**config.mk**
```make
export PLATFORM = sky130hd
export DESIGN_NAME = bp_msg_pe
export DESIGN_NICKNAME = d
export VERILOG_FILES = /design/src/rtl/bp_pe_pkg.sv /design/src/rtl/bp_pe_aggregate.sv /design/src/rtl/bp_pe_minpass.sv /design/src/rtl/bp_pe_ctrl.sv /design/src/rtl/bp_msg_pe.sv
export SDC_FILE = /design/constraint.sdc
export NUM_CORES = 1
export LEC_CHECK = 0
export BUFFER_PORTS_ARGS = -buffer_cell sky130_fd_sc_hd__buf_2
export CORE_ASPECT_RATIO = 1.25
export CORE_MARGIN = 8
export CORE_UTILIZATION = 50
export DETAILED_ROUTE_END_ITERATION = 10
export PLACE_DENSITY = 0.68
export SYNTH_ARGS = -nofsm -noshare
export SYNTH_HDL_FRONTEND = slang
export SYNTH_SLANG_ARGS = --single-unit
```
**constraint.sdc**
```tcl
create_clock -name clk -period 12.4 [get_ports clk]
set_input_delay 2.48 -clock clk [delete_from_list [all_inputs] [get_ports clk]]
set_output_delay 2.48 -clock clk [all_outputs]
set_load 0.01 [all_outputs]
```
**src/rtl/bp_pe_pkg.sv**
```systemverilog
package bp_pe_pkg;

    parameter int DW = 16;

    typedef logic [DW-1:0] word_t;

    localparam word_t WMAX = '1;

    function automatic word_t sat_add(input word_t a, input word_t b);
        logic [DW:0] s;
        s = {1'b0, a} + {1'b0, b};
        return s[DW] ? WMAX : s[DW-1:0];
    endfunction

    function automatic word_t floor_sub(input word_t a, input word_t b);
        return (a > b) ? (a - b) : '0;
    endfunction

    function automatic word_t min2(input word_t a, input word_t b);
        return (a < b) ? a : b;
    endfunction

endpackage

```
**src/rtl/bp_pe_aggregate.sv**
```systemverilog
module bp_pe_aggregate
    import bp_pe_pkg::*;
#(
    parameter int NDIR = 4
) (
    input  word_t [NDIR-1:0] msg,
    input  word_t [NDIR-1:0] norm,
    input  word_t            cost,
    output word_t [NDIR-1:0] agg
);

    localparam int SW = DW + $clog2(NDIR + 1);

    word_t [NDIR-1:0] normed;
    logic  [SW-1:0]   total;
    logic  [SW-1:0]   part [NDIR];

    always_comb begin
        total = SW'(cost);
        for (int k = 0; k < NDIR; k++) begin
            normed[k] = floor_sub(msg[k], norm[k]);
            total     = total + SW'(normed[k]);
        end
        for (int j = 0; j < NDIR; j++) begin
            part[j] = total - SW'(normed[j]);
            agg[j]  = (part[j] > SW'(WMAX)) ? WMAX : part[j][DW-1:0];
        end
    end

endmodule

```
**src/rtl/bp_pe_minpass.sv**
```systemverilog
module bp_pe_minpass
    import bp_pe_pkg::*;
(
    input  logic  use_fwd,
    input  logic  first,
    input  word_t fwd_in,
    input  word_t bwd_in,
    input  word_t prev,
    input  word_t slope,
    output word_t y
);

    word_t cand;
    word_t carried;

    always_comb begin
        cand    = use_fwd ? fwd_in : bwd_in;
        carried = sat_add(prev, slope);
        y       = first ? cand : min2(cand, carried);
    end

endmodule

```
**src/rtl/bp_pe_ctrl.sv**
```systemverilog
module bp_pe_ctrl #(
    parameter  int L  = 32,
    localparam int AW = $clog2(L + 1),
    localparam int CW = $clog2(2 * L + 4)
) (
    input  logic          clk,
    input  logic          rst_n,
    input  logic          start,
    output logic [AW-1:0] rd_addr,
    output logic [AW-1:0] wr_addr,
    output logic          cap_norm,
    output logic          agg_load,
    output logic          fwd_wr,
    output logic          fwd_first,
    output logic          bwd_wr,
    output logic          bwd_first,
    output logic          norm_wr,
    output logic          busy,
    output logic          done
);

    typedef enum logic {S_IDLE, S_RUN} st_e;

    typedef struct packed {
        st_e           st;
        logic [CW-1:0] cyc;
    } ctrl_t;

    localparam int LAST = 2 * L + 3;

    ctrl_t ctl_d, ctl_q;
    int    c;

    always_comb begin
        ctl_d = ctl_q;
        case (ctl_q.st)
            S_IDLE: begin
                if (start) begin
                    ctl_d.st  = S_RUN;
                    ctl_d.cyc = '0;
                end
            end
            default: begin
                if (int'(ctl_q.cyc) == LAST) begin
                    ctl_d.st  = S_IDLE;
                    ctl_d.cyc = '0;
                end else begin
                    ctl_d.cyc = ctl_q.cyc + 1'b1;
                end
            end
        endcase
    end

    always_ff @(posedge clk or negedge rst_n) begin
        if (!rst_n) begin
            ctl_q <= '{st: S_IDLE, cyc: '0};
        end else begin
            ctl_q <= ctl_d;
        end
    end

    always_comb begin
        c         = int'(ctl_q.cyc);
        busy      = (ctl_q.st == S_RUN);
        cap_norm  = busy && (c == 0);
        agg_load  = busy && (c >= 1) && (c <= L);
        fwd_wr    = busy && (c >= 2) && (c <= L + 1);
        fwd_first = busy && (c == 2);
        bwd_wr    = busy && (c >= L + 3) && (c <= 2 * L + 2);
        bwd_first = busy && (c == L + 3);
        norm_wr   = busy && (c == LAST);
        done      = norm_wr;

        if (busy && (c < L)) begin
            rd_addr = AW'(c);
        end else if (busy && (c >= L + 2) && (c <= 2 * L + 1)) begin
            rd_addr = AW'(2 * L + 1 - c);
        end else begin
            rd_addr = AW'(L);
        end

        if (fwd_wr) begin
            wr_addr = AW'(c - 2);
        end else if (bwd_wr) begin
            wr_addr = AW'(2 * L + 2 - c);
        end else begin
            wr_addr = AW'(L);
        end
    end

    // forward read sweep climbs one label per cycle
    a_r2_fwd_ascend: assert property (@(posedge clk) disable iff (!rst_n)
        (busy && (c >= 1) && (c <= L - 1)) |-> (rd_addr == AW'($past(rd_addr) + 1'b1)));

    // completion pulse lasts a single cycle
    a_r8_done_single: assert property (@(posedge clk) disable iff (!rst_n)
        done |=> !done);

endmodule

```
**src/rtl/bp_msg_pe.sv**
```systemverilog
module bp_msg_pe
    import bp_pe_pkg::*;
#(
    parameter  int L    = 32,
    parameter  int NDIR = 4,
    localparam int AW   = $clog2(L + 1)
) (
    input  logic               clk,
    input  logic               rst_n,
    input  logic               start,
    input  logic [DW-1:0]      slope,
    output logic               done,
    output logic [AW-1:0]      rd_addr,
    input  logic [DW-1:0]      rd_cost,
    input  logic [NDIR*DW-1:0] rd_msg,
    output logic               wr_en,
    output logic [AW-1:0]      wr_addr,
    output logic [NDIR*DW-1:0] wr_msg
);

    typedef struct packed {
        word_t [NDIR-1:0] norm;
        word_t [NDIR-1:0] agg;
        word_t [NDIR-1:0] prev;
        word_t [NDIR-1:0] mn;
    } dp_t;

    dp_t dp_d, dp_q;

    logic cap_norm, agg_load, fwd_wr, fwd_first, bwd_wr, bwd_first, norm_wr, busy;

    word_t [NDIR-1:0] msg_in;
    word_t [NDIR-1:0] agg_w;
    word_t [NDIR-1:0] pass_w;

    assign msg_in = rd_msg;

    bp_pe_ctrl #(.L(L)) u_ctrl (
        .clk       (clk),
        .rst_n     (rst_n),
        .start     (start),
        .rd_addr   (rd_addr),
        .wr_addr   (wr_addr),
        .cap_norm  (cap_norm),
        .agg_load  (agg_load),
        .fwd_wr    (fwd_wr),
        .fwd_first (fwd_first),
        .bwd_wr    (bwd_wr),
        .bwd_first (bwd_first),
        .norm_wr   (norm_wr),
        .busy      (busy),
        .done      (done)
    );

    bp_pe_aggregate #(.NDIR(NDIR)) u_agg (
        .msg  (msg_in),
        .norm (dp_q.norm),
        .cost (rd_cost),
        .agg  (agg_w)
    );

    for (genvar j = 0; j < NDIR; j++) begin : g_pass
        bp_pe_minpass u_pass (
            .use_fwd (fwd_wr),
            .first   (fwd_wr ? fwd_first : bwd_first),
            .fwd_in  (dp_q.agg[j]),
            .bwd_in  (msg_in[j]),
            .prev    (dp_q.prev[j]),
            .slope   (slope),
            .y       (pass_w[j])
        );
    end

    always_comb begin
        dp_d = dp_q;
        if (cap_norm) begin
            dp_d.norm = msg_in;
        end
        if (agg_load) begin
            dp_d.agg = agg_w;
        end
        if (fwd_wr || bwd_wr) begin
            dp_d.prev = pass_w;
        end
        if (bwd_wr) begin
            for (int j = 0; j < NDIR; j++) begin
                dp_d.mn[j] = bwd_first ? pass_w[j] : min2(dp_q.mn[j], pass_w[j]);
            end
        end
    end

    always_ff @(posedge clk or negedge rst_n) begin
        if (!rst_n) begin
            dp_q <= '0;
        end else begin
            dp_q <= dp_d;
        end
    end

    assign wr_en  = fwd_wr || bwd_wr || norm_wr;
    assign wr_msg = norm_wr ? dp_q.mn : pass_w;

    // storage is only written while an update is running
    a_r9_write_in_run: assert property (@(posedge clk) disable iff (!rst_n)
        wr_en |-> busy);

    // backward write addresses fall one per cycle
    a_r5_bwd_descend: assert property (@(posedge clk) disable iff (!rst_n)
        (bwd_wr && !bwd_first) |-> (wr_addr == AW'($past(wr_addr) - 1'b1)));

    for (genvar j = 0; j < NDIR; j++) begin : g_chk
        // a forward value never exceeds its predecessor plus the slope
        a_r4_fwd_slope: assert property (@(posedge clk) disable iff (!rst_n)
            (fwd_wr && !fwd_first) |->
            ({1'b0, wr_msg[j*DW +: DW]} <= ({1'b0, $past(wr_msg[j*DW +: DW])} + {1'b0, slope})));

        // a backward value never exceeds its successor plus the slope
        a_r5_bwd_slope: assert property (@(posedge clk) disable iff (!rst_n)
            (bwd_wr && !bwd_first) |->
            ({1'b0, wr_msg[j*DW +: DW]} <= ({1'b0, $past(wr_msg[j*DW +: DW])} + {1'b0, slope})));

        // stored term is no larger than the last backward value
        a_r7_norm_le_last: assert property (@(posedge clk) disable iff (!rst_n)
            norm_wr |-> (wr_msg[j*DW +: DW] <= $past(wr_msg[j*DW +: DW])));
    end

endmodule

```
==> results.md <==
- Max cap viols: 0
- First drt pass iteration count: 5
- Place WS: 478 ps
- Worst Clk Skew: 22.2 ps
- Height of the die: 277 um
- DP HPWL: 67.7 mm
- WS Path Type: in2reg
- Cell mode on critical path: ha_1
- Core Area: 53700 um2
- Synthesized instance count: 3153
- Worst path arrival time: 11900 ps
- Most common cell after layout, fill and taps aside: ha_1
- Post-route ant nets: 0
- Die area: 62100 um2
- Synth Register Bits: 264
- Vias in the first global route: 23700
- Largest net degree at the start of global routing: 154
- RSZ-0062 raised after global routing: no
- I/O Pins: 177
- EDFF count, synth: 0
- Total GRT Usage: 26.5%
- Total CTS buffers: 31
- Synthesized Nets: 3648
- Clk Tree Root Cell: clkbuf_16
- Synthesized area: 27100 um2
- PostCTS Resize Cnt: 0
- Post-synth ARST share: 100%
- Req. time, crit path: 12790 ps
- Cell variety after synth: 89
- Worst relative slew slack: 18.8%
- Post-route clock period utilization: 92.8%
- Crit path time final: 11510 ps
- Overflow after GRT: 0
- Top cells by area, synth: dfrtp_1, ha_1, mux2_2
- Max Root-Sink Buffers: 3
- Final worst setup slack: 893 ps
- Initial antenna violation count: 6
- CP Capture Type: register
- Worst Path Max Fanout: 16
- Setup bufs post-CTS: 0
- Final setup viols: 0
- Crit path max-delay cell type: o31ai_2
- HP Class: reg2reg
- Die width: 224 um
- Row Count: 95
- Initial drt markers: 1685
- Seq/Total Area, Yosys: 24.3%
- Drc violations: 0
- Most frequent cells in the layout: ha_1, inv_1, nand2_1
- H-tree Lvls: 1
- CTS tree: built
- Setup TNS: 0 ps
- Worst-path clk slew: 60 ps
- First-pass GRT wire length: 132 mm
- Routability cong.: 0.973
- Buffers added on ports: 176
- DR WL/cell: 20.9 um
- Synth area leader: dfrtp_1
- Yosys warning total: 0
- Slew Limit Fails: 0
- Clk sinks: 264
- Share of cells above drive strength 1: 14.9%
- Share of the synthesized area in the top cell type: 24.3%
- Vias/cell: 5.84
- F_max: 86.9 MHz
- CP max stage delay: 990 ps
- CTS hold repair buffers: 0
- Final hold vios: 0
- DR vias: 23700
- Area Overhead vs Synth: 10.0%
- Tightest Pin Transition: 1210 ps
- Post-Route WL: 84.5 mm
- Worst skew pair latency: 590 ps
- Top_reg_cell synth: dfrtp_1
- Syn_area_per_cell: 8.61 um2
- Startpoint Class: input pin
- Nets: 3791
- Starting Density: 50.5%
- Outcome: finished, final reports clean
-- synthesized netlist by cell type (9+ instances only) --
library cell / instances
ha_1: 351
o21ai_0: 166
and2_1: 35
mux2i_1: 69
dfrtp_1: 264
o211ai_1: 11
nor3b_1: 9
xor2_1: 64
and3_1: 27
o21bai_1: 22
nand2_1: 286
nor2b_1: 43
inv_1: 332
nand2b_1: 42
o21ai_1: 9
nor2_1: 231
a21oi_1: 224
mux2_4: 10
buf_2: 9
fa_1: 45
xnor2_1: 108
o31ai_1: 13
nand3_1: 36
a21o_1: 100
o21a_1: 34
clkbuf_1: 64
nor3_1: 59
a2111oi_0: 15
a31oi_1: 35
or3_1: 15
mux2_1: 25
a41oi_1: 11
a41oi_2: 9
or2_2: 19
nand4_1: 34
a211oi_1: 17
a21boi_0: 14
mux2_2: 169
-- state kept, by name, summed over array words and instances, names as in the netlist --
signal,count
dp_q,256
u_ctrl.c,7
u_ctrl.busy,1
-- cell type report --
class                           count  area [um2]
Sequential cell                   264        6610
Antenna cell                        5        12.5
Fill cell                        5043       23900
Clock buffer                       40         870
Inverter                          332        1250
Multi-Input combinational cell   2467       18900
Tap cell                          727         910
Clock inverter                     16         203
Timing Repair Buffer              200        1080
-- path summary, 6_finish.rpt --
kind                                            start                    end  slack [ps]  cells past startpoint
worst max-delay path                       rd_msg[12]  dp_q[171]$_DFFE_PN0P_         890                     34
worst min-delay path             dp_q[96]$_DFFE_PN0P_   dp_q[96]$_DFFE_PN0P_         470                      2
worst max register to register  dp_q[204]$_DFFE_PN0P_  dp_q[171]$_DFFE_PN0P_        2550                     34
worst min register to register   dp_q[96]$_DFFE_PN0P_   dp_q[96]$_DFFE_PN0P_         470                      2
max in group asynchronous                       rst_n  dp_q[244]$_DFFE_PN0P_        8990                      2
min in group asynchronous                       rst_n    dp_q[0]$_DFFE_PN0P_        1940                      1
-- per-stage QoR --
step	std cells	hold slack [ps]	area (um2)	utilization [%]
global route	4049	509	29900	55.6
finish	4051	475	29900	55.6
CTS	4046	480	29900	55.6
detailed placement	3990	466	28800	53.6
global placement	3990	458	28800	53.6
floorplan	3153	443	27100	-
-- critical path, delay by kind of cell --
family / cells / cell delay [ps]
AO/OA/AOI/OAI: 16 / 4480
adder cells (fa/ha/maj): 7 / 2960
AND/OR/NAND/NOR: 6 / 1330
XOR/XNOR: 2 / 400
buffers and inverters: 3 / 210
-- layer usage --
metal	wire [um]	share of wire (%)	track usage [%]	vias to the layer above
li1	-	-	-	11400
met1	36200	43	33.5	11500
met2	39900	47	44.9	615
met3	3930	4.7	2.80	204
met4	4470	5.3	12.4	0
met5	0	0	0	-
-- kinds of logic (layout without fill, tap and decap cells) --
kind of cell	count (synthesis)	in the layout	synth area share (%)
and+or+nand+nor	857	857	14.7
AOI/OAI and AO/OA	767	767	18.6
buffers and inverters	422	588	6.06
adders and majority gates	397	397	19.5
xor gates and xnor gates	173	173	5.61
DFF	264	264	24.3
muxes	273	273	11.1
other	0	5	0
Power is left out: the tool's default activity adds up to more than one toggle a clock period on the data nets, which glitch-free logic cannot reach.
